**config.mk**
```make
export PLATFORM = sky130hd
export DESIGN_NAME = uart_taskevt_ctrl
export DESIGN_NICKNAME = d
export VERILOG_FILES = /design/src/rtl/uart_te_pkg.sv /design/src/rtl/uart_te_events.sv /design/src/rtl/uart_te_tx.sv /design/src/rtl/uart_te_cfg.sv /design/src/rtl/uart_taskevt_ctrl.sv
export SDC_FILE = /design/constraint.sdc
export NUM_CORES = 1
export LEC_CHECK = 0
export BUFFER_PORTS_ARGS = -buffer_cell sky130_fd_sc_hd__clkbuf_2
export CAP_MARGIN = 15
export CORE_MARGIN = 1.5
export CORE_UTILIZATION = 53
export CTS_BUF_LIST = sky130_fd_sc_hd__clkbuf_8
export DETAILED_ROUTE_END_ITERATION = 7
export PLACE_DENSITY_LB_ADDON = 0.1
export REMOVE_ABC_BUFFERS = 1
export SLEW_MARGIN = 20
export SYNTH_ARGS = -nofsm -noshare
export SYNTH_HDL_FRONTEND = slang
export SYNTH_SLANG_ARGS = --single-unit
```
**constraint.sdc**
```tcl
create_clock -name clk -period 2.5 [get_ports clk]
set_clock_uncertainty 0.15 [all_clocks]
set_input_delay 0.5 -clock clk [delete_from_list [all_inputs] [get_ports clk]]
set_output_delay 0.5 -clock clk [all_outputs]
set_load 0.005 [all_outputs]
```
**src/rtl/uart_te_pkg.sv**
```systemverilog
package uart_te_pkg;
  localparam int AW     = 5;
  localparam int DW     = 32;
  localparam int NEV    = 4;
  localparam int NPIN   = 4;
  localparam int BYTE_W = 8;
  localparam int ESRC_W = 2;

  // event bit positions, shared by the event file and the mask
  localparam int EV_RXRDY = 0;
  localparam int EV_TXRDY = 1;
  localparam int EV_ERR   = 2;
  localparam int EV_RXTO  = 3;

  localparam logic [DW-1:0]     EN_MAGIC = 32'd4;
  localparam logic [DW-1:0]     BAUD_RST = 32'h0400_0000;
  localparam logic [ESRC_W-1:0] ESRC_BRK = '1;

  localparam logic [AW-1:0] A_START_RX = 5'd0;
  localparam logic [AW-1:0] A_STOP_RX  = 5'd1;
  localparam logic [AW-1:0] A_START_TX = 5'd2;
  localparam logic [AW-1:0] A_STOP_TX  = 5'd3;
  localparam logic [AW-1:0] A_SUSPEND  = 5'd4;
  localparam logic [AW-1:0] A_EV0      = 5'd5;
  localparam logic [AW-1:0] A_MASK     = 5'd9;
  localparam logic [AW-1:0] A_MASK_SET = 5'd10;
  localparam logic [AW-1:0] A_MASK_CLR = 5'd11;
  localparam logic [AW-1:0] A_ERRSRC   = 5'd12;
  localparam logic [AW-1:0] A_ENABLE   = 5'd13;
  localparam logic [AW-1:0] A_PIN0     = 5'd14;
  localparam logic [AW-1:0] A_BAUD     = 5'd18;
  localparam logic [AW-1:0] A_TXD      = 5'd19;

  function automatic logic irq_of(input logic [NEV-1:0] ev, input logic [NEV-1:0] msk);
    return |(ev & msk);
  endfunction

  function automatic logic [NEV-1:0] mask_next(input logic [NEV-1:0] cur, input logic ld,
                                               input logic set, input logic clr,
                                               input logic [NEV-1:0] v);
    logic [NEV-1:0] n;
    n = cur;
    if (ld)  n = v;
    if (set) n = n | v;
    if (clr) n = n & ~v;
    return n;
  endfunction

  function automatic logic [ESRC_W-1:0] esrc_next(input logic [ESRC_W-1:0] cur, input logic clr,
                                                  input logic [ESRC_W-1:0] v, input logic brk);
    logic [ESRC_W-1:0] n;
    n = clr ? (cur & ~v) : cur;
    if (brk) n = n | ESRC_BRK;
    return n;
  endfunction
endpackage

```
**src/rtl/uart_te_events.sv**
```systemverilog
module uart_te_events
  import uart_te_pkg::*;
(
  input  logic           clk,
  input  logic           rst_n,
  input  logic [NEV-1:0] wr_hit,
  input  logic [DW-1:0]  wdata,
  input  logic [NEV-1:0] hw_set,
  input  logic [NEV-1:0] mask,
  output logic [NEV-1:0] ev,
  output logic           irq
);
  logic wzero;
  assign wzero = (wdata == '0);

  for (genvar i = 0; i < NEV; i++) begin : g_ev
    if (i == EV_RXRDY) begin : g_clear_only
      always_ff @(posedge clk or negedge rst_n) begin
        if (!rst_n)                 ev[i] <= 1'b0;
        else if (hw_set[i])         ev[i] <= 1'b1;
        else if (wr_hit[i] && wzero) ev[i] <= 1'b0;
      end
    end else begin : g_plain
      always_ff @(posedge clk or negedge rst_n) begin
        if (!rst_n)         ev[i] <= 1'b0;
        else if (hw_set[i]) ev[i] <= 1'b1;
        else if (wr_hit[i]) ev[i] <= !wzero;
      end
    end
  end

  assign irq = irq_of(ev, mask);

  // a hardware set always lands, whatever software writes alongside it
  p_hw_wins_r8: assert property (@(posedge clk) disable iff (!rst_n)
    hw_set[EV_RXRDY] |=> ev[EV_RXRDY]);
  // a nonzero write never clears RX-ready
  p_rxrdy_hold_r8: assert property (@(posedge clk) disable iff (!rst_n)
    (ev[EV_RXRDY] && wr_hit[EV_RXRDY] && !wzero) |=> ev[EV_RXRDY]);
endmodule

```
**src/rtl/uart_te_tx.sv**
```systemverilog
module uart_te_tx
  import uart_te_pkg::*;
(
  input  logic              clk,
  input  logic              rst_n,
  input  logic              load_req,
  input  logic              started,
  input  logic [BYTE_W-1:0] byte_in,
  input  logic              tx_ready,
  output logic              tx_valid,
  output logic [BYTE_W-1:0] tx_data,
  output logic              done
);
  logic pend_q;
  logic take;

  assign take = load_req && started && !pend_q;
  assign done = pend_q && tx_ready;

  always_ff @(posedge clk or negedge rst_n) begin
    if (!rst_n) begin
      pend_q  <= 1'b0;
      tx_data <= '0;
    end else if (take) begin
      pend_q  <= 1'b1;
      tx_data <= byte_in;
    end else if (done) begin
      pend_q  <= 1'b0;
    end
  end

  assign tx_valid = pend_q;

  // an offered byte stays put until the engine takes it
  p_hold_r7: assert property (@(posedge clk) disable iff (!rst_n)
    (tx_valid && !tx_ready) |=> (tx_valid && $stable(tx_data)));
  // a write while busy does not disturb the byte on offer
  p_busy_reject_r7: assert property (@(posedge clk) disable iff (!rst_n)
    (load_req && tx_valid) |=> $stable(tx_data));
endmodule

```
**src/rtl/uart_te_cfg.sv**
```systemverilog
module uart_te_cfg
  import uart_te_pkg::*;
(
  input  logic                     clk,
  input  logic                     rst_n,
  input  logic [NPIN-1:0]          pin_wr,
  input  logic                     baud_wr,
  input  logic [DW-1:0]            wdata,
  output logic [NPIN-1:0][DW-1:0]  pin_q,
  output logic [DW-1:0]            baud_q
);
  for (genvar i = 0; i < NPIN; i++) begin : g_pin
    always_ff @(posedge clk or negedge rst_n) begin
      if (!rst_n)         pin_q[i] <= '1;
      else if (pin_wr[i]) pin_q[i] <= wdata;
    end
  end

  always_ff @(posedge clk or negedge rst_n) begin
    if (!rst_n)       baud_q <= BAUD_RST;
    else if (baud_wr) baud_q <= wdata;
  end
endmodule

```
**src/rtl/uart_taskevt_ctrl.sv**
```systemverilog
module uart_taskevt_ctrl
  import uart_te_pkg::*;
(
  input  logic              clk,
  input  logic              rst_n,
  input  logic              bus_we,
  input  logic [AW-1:0]     bus_addr,
  input  logic [DW-1:0]     bus_wdata,
  output logic [DW-1:0]     bus_rdata,
  output logic              tx_valid,
  output logic [BYTE_W-1:0] tx_data,
  input  logic              tx_ready,
  input  logic              rx_got,
  input  logic              line_brk,
  output logic              rx_run,
  output logic              irq
);
  logic en_q, txs_q, rxs_q;
  logic [NEV-1:0]    mask_q;
  logic [ESRC_W-1:0] esrc_q;
  logic [NEV-1:0]    ev_q;

  // named write events
  logic wr_ok, w_one, w_zero;
  logic t_start_rx, t_stop_rx, t_start_tx, t_stop_tx, t_susp;
  logic en_on, en_off, halt_rx, halt_tx, tx_done;

  assign wr_ok  = bus_we && (en_q || bus_addr == A_ENABLE);
  assign w_one  = (bus_wdata == 32'd1);
  assign w_zero = (bus_wdata == '0);

  assign t_start_rx = wr_ok && bus_addr == A_START_RX && w_one;
  assign t_stop_rx  = wr_ok && bus_addr == A_STOP_RX  && w_one;
  assign t_start_tx = wr_ok && bus_addr == A_START_TX && w_one;
  assign t_stop_tx  = wr_ok && bus_addr == A_STOP_TX  && w_one;
  assign t_susp     = wr_ok && bus_addr == A_SUSPEND  && w_one;
  assign en_on      = wr_ok && bus_addr == A_ENABLE   && bus_wdata == EN_MAGIC;
  assign en_off     = wr_ok && bus_addr == A_ENABLE   && w_zero;
  assign halt_rx    = t_stop_rx || t_susp || en_off;
  assign halt_tx    = t_stop_tx || t_susp || en_off;

  always_ff @(posedge clk or negedge rst_n) begin
    if (!rst_n) begin
      en_q  <= 1'b0;
      txs_q <= 1'b0;
      rxs_q <= 1'b0;
    end else begin
      if (en_on)           en_q <= 1'b1;
      else if (en_off)     en_q <= 1'b0;
      if (t_start_tx)      txs_q <= 1'b1;
      else if (halt_tx)    txs_q <= 1'b0;
      if (t_start_rx)      rxs_q <= 1'b1;
      else if (halt_rx)    rxs_q <= 1'b0;
    end
  end

  always_ff @(posedge clk or negedge rst_n) begin
    if (!rst_n) begin
      mask_q <= '0;
      esrc_q <= '0;
    end else begin
      mask_q <= mask_next(mask_q, wr_ok && bus_addr == A_MASK,
                          wr_ok && bus_addr == A_MASK_SET,
                          wr_ok && bus_addr == A_MASK_CLR, bus_wdata[NEV-1:0]);
      esrc_q <= esrc_next(esrc_q, wr_ok && bus_addr == A_ERRSRC,
                          bus_wdata[ESRC_W-1:0], line_brk);
    end
  end

  logic [NEV-1:0] ev_wr, ev_hw;
  for (genvar i = 0; i < NEV; i++) begin : g_evdec
    assign ev_wr[i] = wr_ok && bus_addr == A_EV0 + AW'(i);
  end
  assign ev_hw[EV_RXRDY] = rx_got;
  assign ev_hw[EV_TXRDY] = tx_done;
  assign ev_hw[EV_ERR]   = line_brk;
  assign ev_hw[EV_RXTO]  = halt_rx;

  uart_te_events u_events (
    .clk(clk), .rst_n(rst_n), .wr_hit(ev_wr), .wdata(bus_wdata),
    .hw_set(ev_hw), .mask(mask_q), .ev(ev_q), .irq(irq)
  );

  uart_te_tx u_tx (
    .clk(clk), .rst_n(rst_n), .load_req(wr_ok && bus_addr == A_TXD),
    .started(txs_q), .byte_in(bus_wdata[BYTE_W-1:0]), .tx_ready(tx_ready),
    .tx_valid(tx_valid), .tx_data(tx_data), .done(tx_done)
  );

  logic [NPIN-1:0]         pin_wr;
  logic [NPIN-1:0][DW-1:0] pin_q;
  logic [DW-1:0]           baud_q;
  for (genvar i = 0; i < NPIN; i++) begin : g_pindec
    assign pin_wr[i] = wr_ok && bus_addr == A_PIN0 + AW'(i);
  end

  uart_te_cfg u_cfg (
    .clk(clk), .rst_n(rst_n), .pin_wr(pin_wr), .baud_wr(wr_ok && bus_addr == A_BAUD),
    .wdata(bus_wdata), .pin_q(pin_q), .baud_q(baud_q)
  );

  always_comb begin
    bus_rdata = '0;
    if (en_q) begin
      unique case (bus_addr)
        A_MASK, A_MASK_SET, A_MASK_CLR: bus_rdata = DW'(mask_q);
        A_ERRSRC:                       bus_rdata = DW'(esrc_q);
        A_ENABLE:                       bus_rdata = EN_MAGIC;
        A_BAUD:                         bus_rdata = baud_q;
        A_TXD:                          bus_rdata = DW'(tx_data);
        default: begin
          for (int i = 0; i < NEV; i++)
            if (bus_addr == A_EV0 + AW'(i)) bus_rdata = DW'(ev_q[i]);
          for (int i = 0; i < NPIN; i++)
            if (bus_addr == A_PIN0 + AW'(i)) bus_rdata = pin_q[i];
        end
      endcase
    end
  end

  assign rx_run = rxs_q;

  // near-miss enable values change nothing
  p_magic_only_r2: assert property (@(posedge clk) disable iff (!rst_n)
    (bus_we && bus_addr == A_ENABLE && !w_zero && bus_wdata != EN_MAGIC) |=> $stable(en_q));
  // writes elsewhere are dropped while disabled
  p_gate_r3: assert property (@(posedge clk) disable iff (!rst_n)
    (!en_q && bus_we && bus_addr != A_ENABLE) |=> ($stable(mask_q) && $stable(txs_q) && $stable(rxs_q)));
  // disable halts both directions and raises RX timeout
  p_off_stops_r4: assert property (@(posedge clk) disable iff (!rst_n)
    en_off |=> (!en_q && !txs_q && !rxs_q && ev_q[EV_RXTO]));
  // stop-RX raises the timeout and stops the receiver
  p_stoprx_r6: assert property (@(posedge clk) disable iff (!rst_n)
    t_stop_rx |=> (!rxs_q && ev_q[EV_RXTO]));
  // a break fills the error source and flags the error event
  p_break_r11: assert property (@(posedge clk) disable iff (!rst_n)
    line_brk |=> (esrc_q == ESRC_BRK && ev_q[EV_ERR]));
endmodule

```
After elaboration in Yosys (flattened, before gate mapping)
Cells that the tools add are included.

storage, ports and cells
  output and inout bits = 43
  register bits after elaboration = 182

operators by class
  bitwise operators = 6
  muxes and demuxes = 31
  equality and inequality tests = 21
  reduce and logical (&&, ||, !) cells = 52

operators by type and width
  cell                                                                    count
  32-bit 2-to-1 mux                                                       8
  32-bit case mux with 5 select lines                                     1
  5-bit by 4-bit equality test with 1-bit output, second input constant   8
  32-bit by 1-bit equality test with 1-bit output, second input constant  1
  32-bit by 3-bit equality test with 1-bit output, second input constant  1
  1-bit logical AND                                                       32
  32-bit logical NOT                                                      1
  5-bit by 3-bit equality test with 1-bit output, second input constant   4
  5-bit equality test, second input constant                              4
  2-bit nonzero test                                                      9
  1-bit 2-to-1 mux                                                        17
  4-bit 2-to-1 mux                                                        3
  5-bit by 2-bit equality test with 1-bit output, second input constant   2
  4-bit bitwise AND                                                       2
  5-bit by 1-bit equality test with 1-bit output, second input constant   1
  5-bit logical NOT                                                       1
  1-bit logical OR                                                        5
  2-bit 2-to-1 mux                                                        2
  4-bit inverter                                                          1
  4-bit bitwise OR                                                        1
  4-bit OR reduction                                                      1
  3-bit OR reduction                                                      1
  2-bit bitwise AND                                                       1
  1-bit logical NOT                                                       2
  2-bit inverter                                                          1

Longest topological paths before layout
Gate-level depths: netlist (run 1).

  word-level depth = 11
  depth in mapped cells = 8

Cells and area by module
A second synthesis (run 1) with hierarchy kept.

second synthesis, totals
  cells, all modules = 676
  area total of the unflattened synthesis = 9431.5 um2

by module, submodules not included
  module             sequential area each (um2)  times used  area each (um2)  cells each
  uart_te_cfg        4165.2                      1           6886.6           340
  uart_taskevt_ctrl  225.2                       1           1938.1           286
  uart_te_tx         225.2                       1           351.6            21
  uart_te_events     100.1                       1           255.2            29

Least setup slack after synthesis (run 1)
OpenSTA, ideal clock, no wires.

  path kind = input to output
  from = input port bus_addr[1]
  to = output port bus_rdata[13]
  slack = -0.045 ns
  buffers on the path = 3
  cell stages on the path = 7
  arrival = 1.895 ns
  cells stage by stage = buf_4 nor4b_4 buf_2 buf_2 a22oi_1 mux2_1 nor2_1

between the ends
  cells in the longest elaborated chain, start to end = 9
  elaborated cells between the ends (all ways) = 22
  those cells by class = eq/ne (13); mux (8); reduce/logical (1)

ends and longest elaborated chain
  what                                            RTL line                  RTL
  from (decl)                                     uart_taskevt_ctrl.sv:7    input logic [AW-1:0] bus_addr,
  5-bit by 3-bit equality test with 1-bit output  uart_taskevt_ctrl.sv:113  if (bus_addr == A_EV0 + AW'(i)) bus_rdata = DW'(ev_q[i]);
  32-bit 2-to-1 mux (2 in series)                 uart_taskevt_ctrl.sv:113
  32-bit 2-to-1 mux (4 in series)                 uart_taskevt_ctrl.sv:115  if (bus_addr == A_PIN0 + AW'(i)) bus_rdata = pin_q[i];
  32-bit case mux with 5 select lines *           uart_taskevt_ctrl.sv:105  unique case (bus_addr)
  32-bit 2-to-1 mux *                             uart_taskevt_ctrl.sv:104  if (en_q) begin
  to (decl)                                       uart_taskevt_ctrl.sv:9    output logic [DW-1:0] bus_rdata,

Mark *: on every way between the ends. The rest lies on a longest branch, timed or not.

Worst setup path in the final report (run 1)
  from = input port bus_addr[2]
  to = output port bus_rdata[11]

Same word-level chain as after synthesis.

==> metrics.md, run 1 <==
| Metric | Value |
|---|---|
| CTS Sinks | 182 |
| Per-instance average area after synthesis | 13.0 um2 |
| Hold Crit Start | tx_ready |
| Outcome | finished, violations left |
| Crit Path Max Fanout | 7 |
| Rel. slew slack | 63.6% |
| Register area share after synthesis | 53.1% |
| DRT Pass-1 Iters | 8 |
| Area post-placement | 0.0103 mm2 |
| R2R Path Start | en_q |
| Total number of vias | 6,590 |
| Crit path DAT | 1.95 ns |
| Unique cell type count in the Yosys netlist | 59 |
| Seq pwr share | 56.7% |
| Rows | 47 |
| Synth Area in XOR/XNOR | 0.394% |
| Number of global-route vias before repair | 6,844 |
| Max_cap viols | 0 |
| Sw frac | 24.4% |
| Clock Latency Late Sink | 0.45 ns |
| Slew @ Worst Pin | 0.545 ns |
| Final net count | 892 |
| GRT Overall Usage | 27.7% |
| Bufs and invs on worst path | 5 |
| Post-synth EDFFs | 0 |
| Multi-input gate area | 0.00410 mm2 |
| Die height | 133 um |
| Drt via density | 6.10 |
| Fin Hold WS | 0.103 ns |
| Cts bufs inserted | 17 |
| Slowest library cell on the worst path | mux2_4 |
| Final Total Pwr | 5.28 mW |
| Reg clk slew, reported paths | 0.09 ns |
| Clock Tree Root | clkbuf_8 |
| Path type of the worst min-delay path | input pin to register |
| Initial Util | 54.0% |
| Die area | 0.0176 mm2 |
| Placed Instances | 1,026 |
| Post-Synth Adder-Cell Area | 0% |
| Final Hold Fails | 0 |
| Layout Cells excl Fill | 1,080 |
| Core Area | 0.0165 mm2 |
| Post-synthesis mux area share | 25.5% |
| Congestion Overflow GR | 0 |
| Ys flop type | dfstp_2 |
| Unrepaired setup endpoints after global routing | true |
| Most frequent cells in the layout | mux2_2, dfstp_2, buf_4 |
| Largest net degree at the start of global routing | 52 |
| Crit path max-delay family | buffers and inverters |
| Req. time, crit path | 1.85 ns |
| CTS tree | built |
| Antenna diode count | 0 |
| Failing checks | negative setup slack |
| Synth Register Bits | 182 |
| P&R area growth vs syn | 26.1% |
| Routed len/inst | 22.0 um |
| Finished Cell Area | 0.0112 mm2 |
| Peak supply drop | 349 uV |
| DR DRC count | 0 |
| Layout cell share with drive strength beyond 1 | 68.1% |
| WS Path Type | input pin to primary output |
| Final Setup Violations | 28 |
| Number of I/O port buffers | 85 |
| Max-slew violation count | 0 |
| FF+latch area | 0.00472 mm2 |
| Clk pwr share | 34.9% |
| Flop-to-flop setup slack | 0.23 ns |
| Leakage power | 4.77 nW |
| Logic pwr share | 8.4% |
| Switching power total | 1.29 mW |
| Internal Power | 3.99 mW |
| FILL cells | 1,250 |
| Max Freq | 384 MHz |
| Die X | 133 um |
| Final ANT Viol Nets | 0 |
| Crit-path cells | clkbuf_16, nor4b_4, buf_6, buf_12, buf_8, a222oi_1, mux2_4, nor2_4, clkbuf_2 |
| WL final | 23,800 um |
| Largest family of logic cells by synthesized area | multiplexers |
| Post-synthesis compound-gate area fraction | 10.3% |
| Setup crit end kind | primary output |
| Startpoint types | input pin |
| Max stage delay on crit path | 0.29 ns |
| PnR worst setup slack | -0.103 ns |
| Part of the cycle the worst path needs | 104% |
| Ys Warns | 0 |
| Pwr Density | 471 mW/mm2 |
| Synth Area in Simple Gates | 7.57% |
| First-pass GRT wire length | 37,900 um |
| Dpl hpwl | 15,400 um |
| I/O pin total | 86 |
| Initial DRC Count | 551 |
| Synth async-reset ratio | 100% |
| Final GP Congestion | 0.916 |
| Maximum clock path buffer count | 2 |
| Cells after synthesis | 684 |
| Max H-tree Level | 4 |
| Commonest non-fill, non-tap cell in the layout | mux2_2 |
| Antenna violations before repair | 0 |
| Synthesized area | 0.00889 mm2 |
| Critical path origin | bus_addr[2] |
| Min cycle time layout | 2.60 ns |
-- power groups by stage --
stage | registers (mW) | logic (mW) | clock network, mW
2_1_floorplan | 3.04 | 0.0891 | 0
3_3_place_gp | 3.04 | 0.381 | 0
3_5_place_dp | 3.04 | 0.390 | 0
4_1_cts | 2.99 | 0.426 | 1.89
5_1_grt | 2.99 | 0.477 | 2.00
6_report | 2.99 | 0.444 | 1.84
-- metrics by stage --
stage / TNS, ns / setup WS [ns] / utilization [%]
floorplan: -161.69 / -1.42 / -
detailed placement: -7.82 / -0.272 / 62.4
global route: -3.02 / -0.159 / 68.1
finish: -1.25 / -0.103 / 68.1
global placement: -6.01 / -0.156 / 62.4
CTS: -1.07 / -0.0647 / 66.8
-- synthesized netlist by cell type (2+ instances only) --
cell / count / area share (%)
nand2b_1: 3 / 0.21
xnor2_1: 4 / 0.39
o21a_1: 3 / 0.25
nor3_2: 3 / 0.34
o21ai_0: 13 / 0.73
clkbuf_1: 20 / 0.84
mux2i_1: 6 / 0.68
dfrtp_1: 53 / 15
a211oi_1: 2 / 0.17
a22o_1: 4 / 0.39
or4_1: 6 / 0.51
nand4_1: 3 / 0.21
a222oi_1: 24 / 2.7
buf_4: 6 / 0.51
a31oi_1: 7 / 0.49
nor4_1: 3 / 0.21
a22oi_1: 35 / 3.0
a21o_1: 3 / 0.25
a221oi_1: 2 / 0.20
or3_1: 2 / 0.14
o22ai_1: 2 / 0.14
nand3_1: 12 / 0.68
nor2_1: 37 / 1.6
a311oi_1: 3 / 0.30
inv_1: 4 / 0.17
nand3b_1: 4 / 0.34
nor3_1: 6 / 0.34
mux2_1: 16 / 2.0
buf_2: 26 / 1.5
nor3b_1: 3 / 0.25
mux2_2: 180 / 23
dfstp_2: 129 / 38
a21oi_1: 17 / 0.96
nand2_1: 18 / 0.76
-- timing repair --
action,CTS,global route
pin swaps,18,17
buffers inserted,10,9
cloned,3,2
hold endpoints to repair,10,0
hold buffers,1,0
gates resized for setup,52,46
endpoints found under the setup margin,32,32
-- path summary, 6_finish.rpt --
path / end / cells past startpoint
hold / removal: u_tx.tx_valid / 2
max in group asynchronous: u_cfg.pin_q[115] / 3
setup reg to reg: u_cfg.pin_q[103] / 6
min in group asynchronous: u_cfg.baud_q[5] / 2
hold reg to reg: esrc_q[0] / 1
setup / recovery: bus_rdata[11] / 9
-- registers in the layout (all words and copies together), names as in the netlist --
signal	count
u_cfg.pin_q	128
u_cfg.baud_q	32
u_tx.tx_data	8
mask_q	4
u_events.ev	4
esrc_q	2
en_q	1
rx_run	1
txs_q	1
u_tx.tx_valid	1
-- routing by layer --
layer  share of wire (%)  GRT usage [%]
met5                   0              0
met4                 1.8           9.65
met3                 4.4           4.06
met2                  49           45.5
met1                  44           38.0
-- cell type report --
cell class	count	area share (%)
Sequential cell	182	42.1
Multi-Input combinational cell	443	36.6
Timing Repair Buffer	200	15.6
Tap cell	220	2.46
Clock buffer	19	2.33
Clock inverter	11	0.781
Inverter	5	0.212
-- kinds of logic after synthesis --
family / count (synthesis)
AOI/OAI and AO/OA: 122
xor gates and xnor gates: 4
buffers and inverters: 59
DFF: 182
muxes: 202
and+or+nand+nor: 115
Power figures use the tool's default switching activity.
==> run 2, diff against run 1 <==
--- a/config.mk
+++ b/config.mk
@@ -5,14 +5,16 @@
 export SDC_FILE = /design/constraint.sdc
 export NUM_CORES = 1
 export LEC_CHECK = 0
+export ABC_AREA = 1
 export BUFFER_PORTS_ARGS = -buffer_cell sky130_fd_sc_hd__clkbuf_2
-export CAP_MARGIN = 15
+export CAP_MARGIN = 20
 export CORE_MARGIN = 1.5
 export CORE_UTILIZATION = 53
 export CTS_BUF_LIST = sky130_fd_sc_hd__clkbuf_8
 export DETAILED_ROUTE_END_ITERATION = 7
 export PLACE_DENSITY_LB_ADDON = 0.1
 export REMOVE_ABC_BUFFERS = 1
+export SKIP_CTS_REPAIR_TIMING = 1
 export SLEW_MARGIN = 20
 export SYNTH_ARGS = -nofsm -noshare
 export SYNTH_HDL_FRONTEND = slang
==> run 2 against run 1 <==
The run still ends with negative setup slack left. Non-clock buffer count down 29. Via count up 17%. Largest cell class unchanged. Critical path depth up 2. Die area down 2.9%. Clock-buffer cell count down 2. Sequential share of layout area up 1.6 points. Sequential cell count unchanged. Worst hold slack worse by 0.054 ns. Total power up 4.4%. Core utilization down 0.056 points. Sequential power up 2%.
==> metrics.md, run 2 <==
| Metric | Value |
|---|---|
| Outcome | finished, violations left |
| Failing checks | negative setup slack |
| Final Hold Fails | 0 |
| Slew @ Worst Pin | 0.596 ns |
| Final net count | 1,229 |
| Number of global-route vias before repair | 7,111 |
| Rows | 46 |
| Synth Area in Simple Gates | 20.9% |
| Rel. slew slack | 60.2% |
| First-pass GRT wire length | 36,500 um |
| Die height | 131 um |
| Area contributors post-synth | dfstp_2, dfrtp_1, nand2_1 |
| P&R area growth vs syn | 25.3% |
| Most frequent cells in the layout | nand2_1, o21ai_0, dfstp_2 |
| Part of the cycle the worst path needs | 103% |
| Final Total Pwr | 5.51 mW |
| Final ANT Viol Nets | 0 |
| Crit path DAT | 1.92 ns |
| Logic pwr share | 8.3% |
| Internal Power | 4.17 mW |
| Top reg by flops | u_cfg.pin_q |
| Largest family of logic cells by synthesized area | simple AND/OR/NAND/NOR gates |
| Synth Area in XOR/XNOR | 0% |
| DRT Pass-1 Iters | 5 |
| Post-synthesis mux area share | 0% |
| Leakage power | 4.96 nW |
| Register area share after synthesis | 54.7% |
| Die area | 0.0170 mm2 |
| Crit Path Max Fanout | 10 |
| Clock Tree Root | clkbuf_8 |
| Synth Register Bits | 182 |
| Initial DRC Count | 633 |
| Ys Warns | 0 |
| Reg clk slew, reported paths | 0.09 ns |
| Commonest cells post-synth | nand2_1, o21ai_0, dfstp_2, inv_1, dfrtp_1 |
| Pwr Density | 510 mW/mm2 |
| Req. time, crit path | 1.85 ns |
| Layout cell share with drive strength beyond 1 | 33.6% |
| Max-slew violation count | 0 |
| Switching power total | 1.34 mW |
| FF-to-FF path depth | 8 |
| Placed Instances | 1,364 |
| Routed len/inst | 17.1 um |
| Per-instance average area after synthesis | 8.22 um2 |
| Post-Synth Adder-Cell Area | 0% |
| Core Area | 0.0159 mm2 |
| Sw frac | 24.4% |
| Cts bufs inserted | 17 |
| Cells after synthesis | 1,049 |
| CTS Sinks | 182 |
| CTS tree | built |
| Largest net degree at the start of global routing | 60 |
| Path type of the worst min-delay path | input pin to register |
| Clk pwr share | 36.2% |
| Area leader, netlist | dfstp_2 |
| Finished Cell Area | 0.0108 mm2 |
| Post-synth EDFFs | 0 |
| Setup crit end kind | primary output |
| Clock Latency Late Sink | 0.47 ns |
| GRT Overall Usage | 28.3% |
| Layout Cells excl Fill | 1,415 |
| DR DRC count | 0 |
| Final setup TNS | -0.387 ns |
| Dpl hpwl | 15,400 um |
| Commonest non-fill, non-tap cell in the layout | nand2_1 |
| Max Freq | 390 MHz |
| Max reg flops | 128 |
| Final GP Congestion | 0.868 |
| Min-Delay Path Depth | 2 |
| Startpoint types | input pin |
| Top Registers | u_cfg.pin_q (128), u_cfg.baud_q (32), u_tx.tx_data (8) |
| Maximum clock path buffer count | 2 |
| Max H-tree Level | 4 |
| Number of I/O port buffers | 85 |
| Total number of vias | 7,723 |
| Die X | 131 um |
| Final Setup Violations | 16 |
| Top-area cell type share of the netlist area | 39.3% |
| Antenna violations before repair | 0 |
| Seq pwr share | 55.5% |
| I/O pin total | 86 |
| Antenna diode count | 0 |
| Dpl ws | -0.164 ns |
| Initial Util | 54.3% |
| Unique cell type count in the Yosys netlist | 34 |
| Min cycle time layout | 2.57 ns |
| Max_cap viols | 0 |
| Peak supply drop | 463 uV |
| Area post-placement | 0.00979 mm2 |
| Post-synthesis compound-gate area fraction | 17.5% |
| Most common cell in the netlist | nand2_1 |
| WS Path Type | input pin to primary output |
| Drt via density | 5.46 |
| Ys flop type | dfstp_2 |
| Congestion Overflow GR | 0 |
| PnR worst setup slack | -0.0658 ns |
| Synth async-reset ratio | 100% |
| WL final | 24,200 um |
| Unrepaired setup endpoints after global routing | true |
| Synthesized area | 0.00863 mm2 |
==> run 2: cell type report <==
type / instances / area (um2)
Fill cell: 1327 / 5080
Sequential cell: 182 / 4720
Multi-Input combinational cell: 716 / 3570
Timing Repair Buffer: 171 / 1480
Inverter: 98 / 380
Tap cell: 216 / 270
Clock buffer: 17 / 234
Clock inverter: 15 / 151
==> run 2: routing by layer <==
metal  part of all wire [%]  global-route usage (%)  vias up
li1                       -                       -     3708
met3                    4.9                    4.89       32
met2                     49                    46.7      240
met4                    1.6                    7.69        0
met5                      0                       0        -
met1                     45                    38.7     3743
==> run 2: kinds of logic (layout without fill, tap and decap cells) <==
kind of cell,count (synthesis),in the layout
AND/OR/NAND/NOR,431,431
flip-flops,182,182
AO/OA/AOI/OAI,285,285
buffers and inverters,151,301
==> run 2: power by group through the flow <==
| stage | clock network, mW | logic (mW) | registers, mW |
|---|---|---|---|
| floorplan | 0 | 0.152 | 3.10 |
| global placement | 0 | 0.383 | 3.10 |
| detailed placement | 0 | 0.388 | 3.10 |
| CTS | 2.04 | 0.390 | 3.05 |
| global route | 2.15 | 0.504 | 3.06 |
| finish | 1.99 | 0.459 | 3.06 |
==> run 2: worst max-delay path, cell delays in order <==
cell	delay (ns)
buf_8	0.08
inv_4	0.03
buf_6	0.11
nor2_4	0.13
nand3_4	0.12
buf_4	0.18
clkbuf_16	0.18
o211ai_1	0.17
o21ai_0	0.10
nor2_1	0.16
buf_2	0.14
==> run 2: stage by stage <==
stage | util [%] | hold WS, ns
after floorplan | - | 0.0544
after global placement | 61.6 | 0.312
after detailed placement | 61.6 | 0.317
after CTS | 64.1 | -0.187
after global routing | 68.0 | 0.0405
final | 68.0 | 0.0495
==> run 2: worst paths after layout <==
kind                                       from  slack (ns)               end
max in group asynchronous                 rst_n        1.05   u_cfg.pin_q[35]
worst max register to register             en_q        0.55   u_cfg.pin_q[53]
worst min register to register  u_cfg.pin_q[66]        0.33   u_cfg.pin_q[66]
worst min-delay path                     rx_got        0.05    u_events.ev[0]
worst max-delay path                bus_addr[3]       -0.07     bus_rdata[10]
min in group asynchronous                 rst_n        0.40  u_cfg.baud_q[12]
==> run 3, diff against run 2 <==
--- a/config.mk
+++ b/config.mk
@@ -12,7 +12,7 @@
 export CORE_UTILIZATION = 53
 export CTS_BUF_LIST = sky130_fd_sc_hd__clkbuf_8
 export DETAILED_ROUTE_END_ITERATION = 7
-export PLACE_DENSITY_LB_ADDON = 0.1
+export PLACE_DENSITY = 0.88
 export REMOVE_ABC_BUFFERS = 1
 export SKIP_CTS_REPAIR_TIMING = 1
 export SLEW_MARGIN = 20
==> run 3 against run 2 <==
The run still ends with negative setup slack left. Largest cell class unchanged. Core utilization hardly changed. Clock power is 26% higher. Total power is 9.1% higher. Critical path depth is 1 higher. Clock-buffer cell count stayed put. Worst hold slack worse by 0.0083 ns.
==> metrics.md, run 3 (synthesis results as in run 2) <==
| Metric | Value |
|---|---|
| Layout Cells excl Fill | 1,422 |
| Max reg flops | 128 |
| Met3 Use GR | 6.80% |
| Final setup TNS | -1.32 ns |
| Leakage power | 4.89 nW |
| Number of global-route vias before repair | 7,560 |
| Hold Crit Start | rx_got |
| Most frequent cells in the layout | nand2_1, o21ai_0, dfstp_2 |
| Die height | 131 um |
| Max Freq | 373 MHz |
| R2R Path Start | en_q |
| Final net count | 1,236 |
| Min cycle time layout | 2.68 ns |
| Pwr Density | 556 mW/mm2 |
| Dpl hpwl | 15,600 um |
| Clk pwr share | 41.6% |
| DRT Pass-1 Iters | 6 |
| Crit path DAT | 2.03 ns |
| Cts bufs inserted | 17 |
| Seq pwr share | 50.9% |
| GRT Overall Usage | 28.5% |
| FF-to-FF path depth | 6 |
| Max-slew violation count | 0 |
| Bufs and invs on worst path | 5 |
| Max H-tree Level | 4 |
| Top Registers | u_cfg.pin_q (128), u_cfg.baud_q (32), u_tx.tx_data (8) |
| Final ANT Viol Nets | 0 |
| Crit path max-delay family | simple AND/OR/NAND/NOR gates |
| Part of the cycle the worst path needs | 107% |
| Core Area | 0.0159 mm2 |
| Number of I/O port buffers | 85 |
| WS Path Type | input pin to primary output |
| Rows | 46 |
| Top reg by flops | u_cfg.pin_q |
| P&R area growth vs syn | 25.3% |
| Finished Cell Area | 0.0108 mm2 |
| Flop-to-flop setup slack | 0.64 ns |
| Reg clk slew, reported paths | 0.09 ns |
| Placed Instances | 1,371 |
| I/O pin total | 86 |
| Req. time, crit path | 1.85 ns |
| CTS tree | built |
| Final Setup Violations | 28 |
| First-pass GRT wire length | 37,200 um |
| Die X | 131 um |
| Maximum clock path buffer count | 2 |
| Outcome | finished, violations left |
| Congestion Overflow GR | 0 |
| Switching power total | 1.42 mW |
| Slowest library cell on the worst path | nor2_1 |
| CTS Sinks | 182 |
| Antenna violations before repair | 0 |
| Internal Power | 4.59 mW |
| Final GP Congestion | 0.911 |
| Clock Latency Late Sink | 0.48 ns |
| Drt via density | 5.86 |
| Crit-path cells | clkbuf_2, inv_1, nand2_4, nor2_4, nand2_4, inv_8, buf_4, nand2_1, o211ai_1, o21ai_1, nor2_1, clkbuf_2 |
| DR DRC count | 0 |
| Largest net degree at the start of global routing | 62 |
| Layout cell share with drive strength beyond 1 | 32.2% |
| WL final | 25,700 um |
| Initial DRC Count | 1,104 |
| Grt met1 use | 37.1% |
| Startpoint types | input pin |
| Failing checks | negative setup slack |
| Max_cap viols | 0 |
| Peak supply drop | 382 uV |
| Critical path depth | 12 |
| Clock Tree Root | clkbuf_8 |
| Reg2reg end | u_cfg.pin_q[3] |
| Initial Util | 54.3% |
| Die area | 0.0170 mm2 |
| Critical path origin | bus_addr[2] |
| Routed len/inst | 18.1 um |
| Unrepaired setup endpoints after global routing | true |
| PnR worst setup slack | -0.181 ns |
| Setup crit end kind | primary output |
| Rel. slew slack | 58.6% |
| Area post-placement | 0.00987 mm2 |
| Slew @ Worst Pin | 0.622 ns |
| Logic pwr share | 7.5% |
| Commonest non-fill, non-tap cell in the layout | nand2_1 |
| CP Capture Point | bus_rdata[17] |
| Crit Path Max Fanout | 7 |
| Total number of vias | 8,330 |
| Final Total Pwr | 6.01 mW |
| Max stage delay on crit path | 0.18 ns |
| Met2 usage | 45.7% |
| GR peak layer | met2 |
| Antenna diode count | 0 |
| Sw frac | 23.6% |
| Final Hold Fails | 0 |
| Fin util | 68.0% |
| Path type of the worst min-delay path | input pin to register |
run 3: changes by cell type in the layout (fill, tap and decap cells not counted), moves of 8 or more:
cell,delta
nand2_2,-10
buf_6,-8
clkbuf_2,+17
buf_4,+14
buf_2,-14
nand2_1,+14
run 3: worst reg2reg max path, cell delays in order, from the launching register on:
cell and delay, ns:
dfrtp_2 0.50, nand2_1 0.19, nand2_8 0.15, nand2_2 0.10, buf_4 0.36, nand2_1 0.18
o21ai_0 0.14
run 3: final cells by class:
class / instances / area, um2
fillers: 1201 / 5080
well taps: 216 / 270
multi-input cells: 716 / 3440
inverters: 98 / 394
repair buffers: 178 / 1470
clock buffers: 17 / 234
clock inverters: 15 / 274
flip-flops and latches: 182 / 4720
run 3: stage by stage:
stage / worst slack (ns) / hold slack [ns]
4_1_cts: -0.171 / -0.155
5_1_grt: -0.196 / 0.0377
6_report: -0.181 / 0.0412
3_3_place_gp: -0.128 / 0.310
3_5_place_dp: -0.174 / 0.320
2_1_floorplan: -0.604 / 0.0544
run 3: metal layers:
layer / vias to the layer above / routed length [um]
li1: 3727 / -
met1: 3980 / 10000
met2: 519 / 12100
met3: 104 / 2540
met4: 0 / 1040
met5: - / 0
run 3: power by group through the flow:
stage / clock network [mW] / logic [mW] / registers (mW)
2_1_floorplan: 0 / 0.152 / 3.10
3_3_place_gp: 0 / 0.383 / 3.10
3_5_place_dp: 0 / 0.392 / 3.10
4_1_cts: 2.52 / 0.396 / 3.06
5_1_grt: 2.63 / 0.492 / 3.06
6_report: 2.50 / 0.453 / 3.06
run 3: how the worst min path moves through the flow:
stage,to,slack [ns],cells past startpoint
2_1_floorplan,en_q,0.05,0
3_3_place_gp,u_cfg.pin_q[77],0.31,2
3_5_place_dp,u_cfg.pin_q[67],0.32,2
4_1_cts,u_cfg.baud_q[30],-0.15,1
5_1_grt,u_events.ev[0],0.04,2
6_report,u_events.ev[0],0.04,2
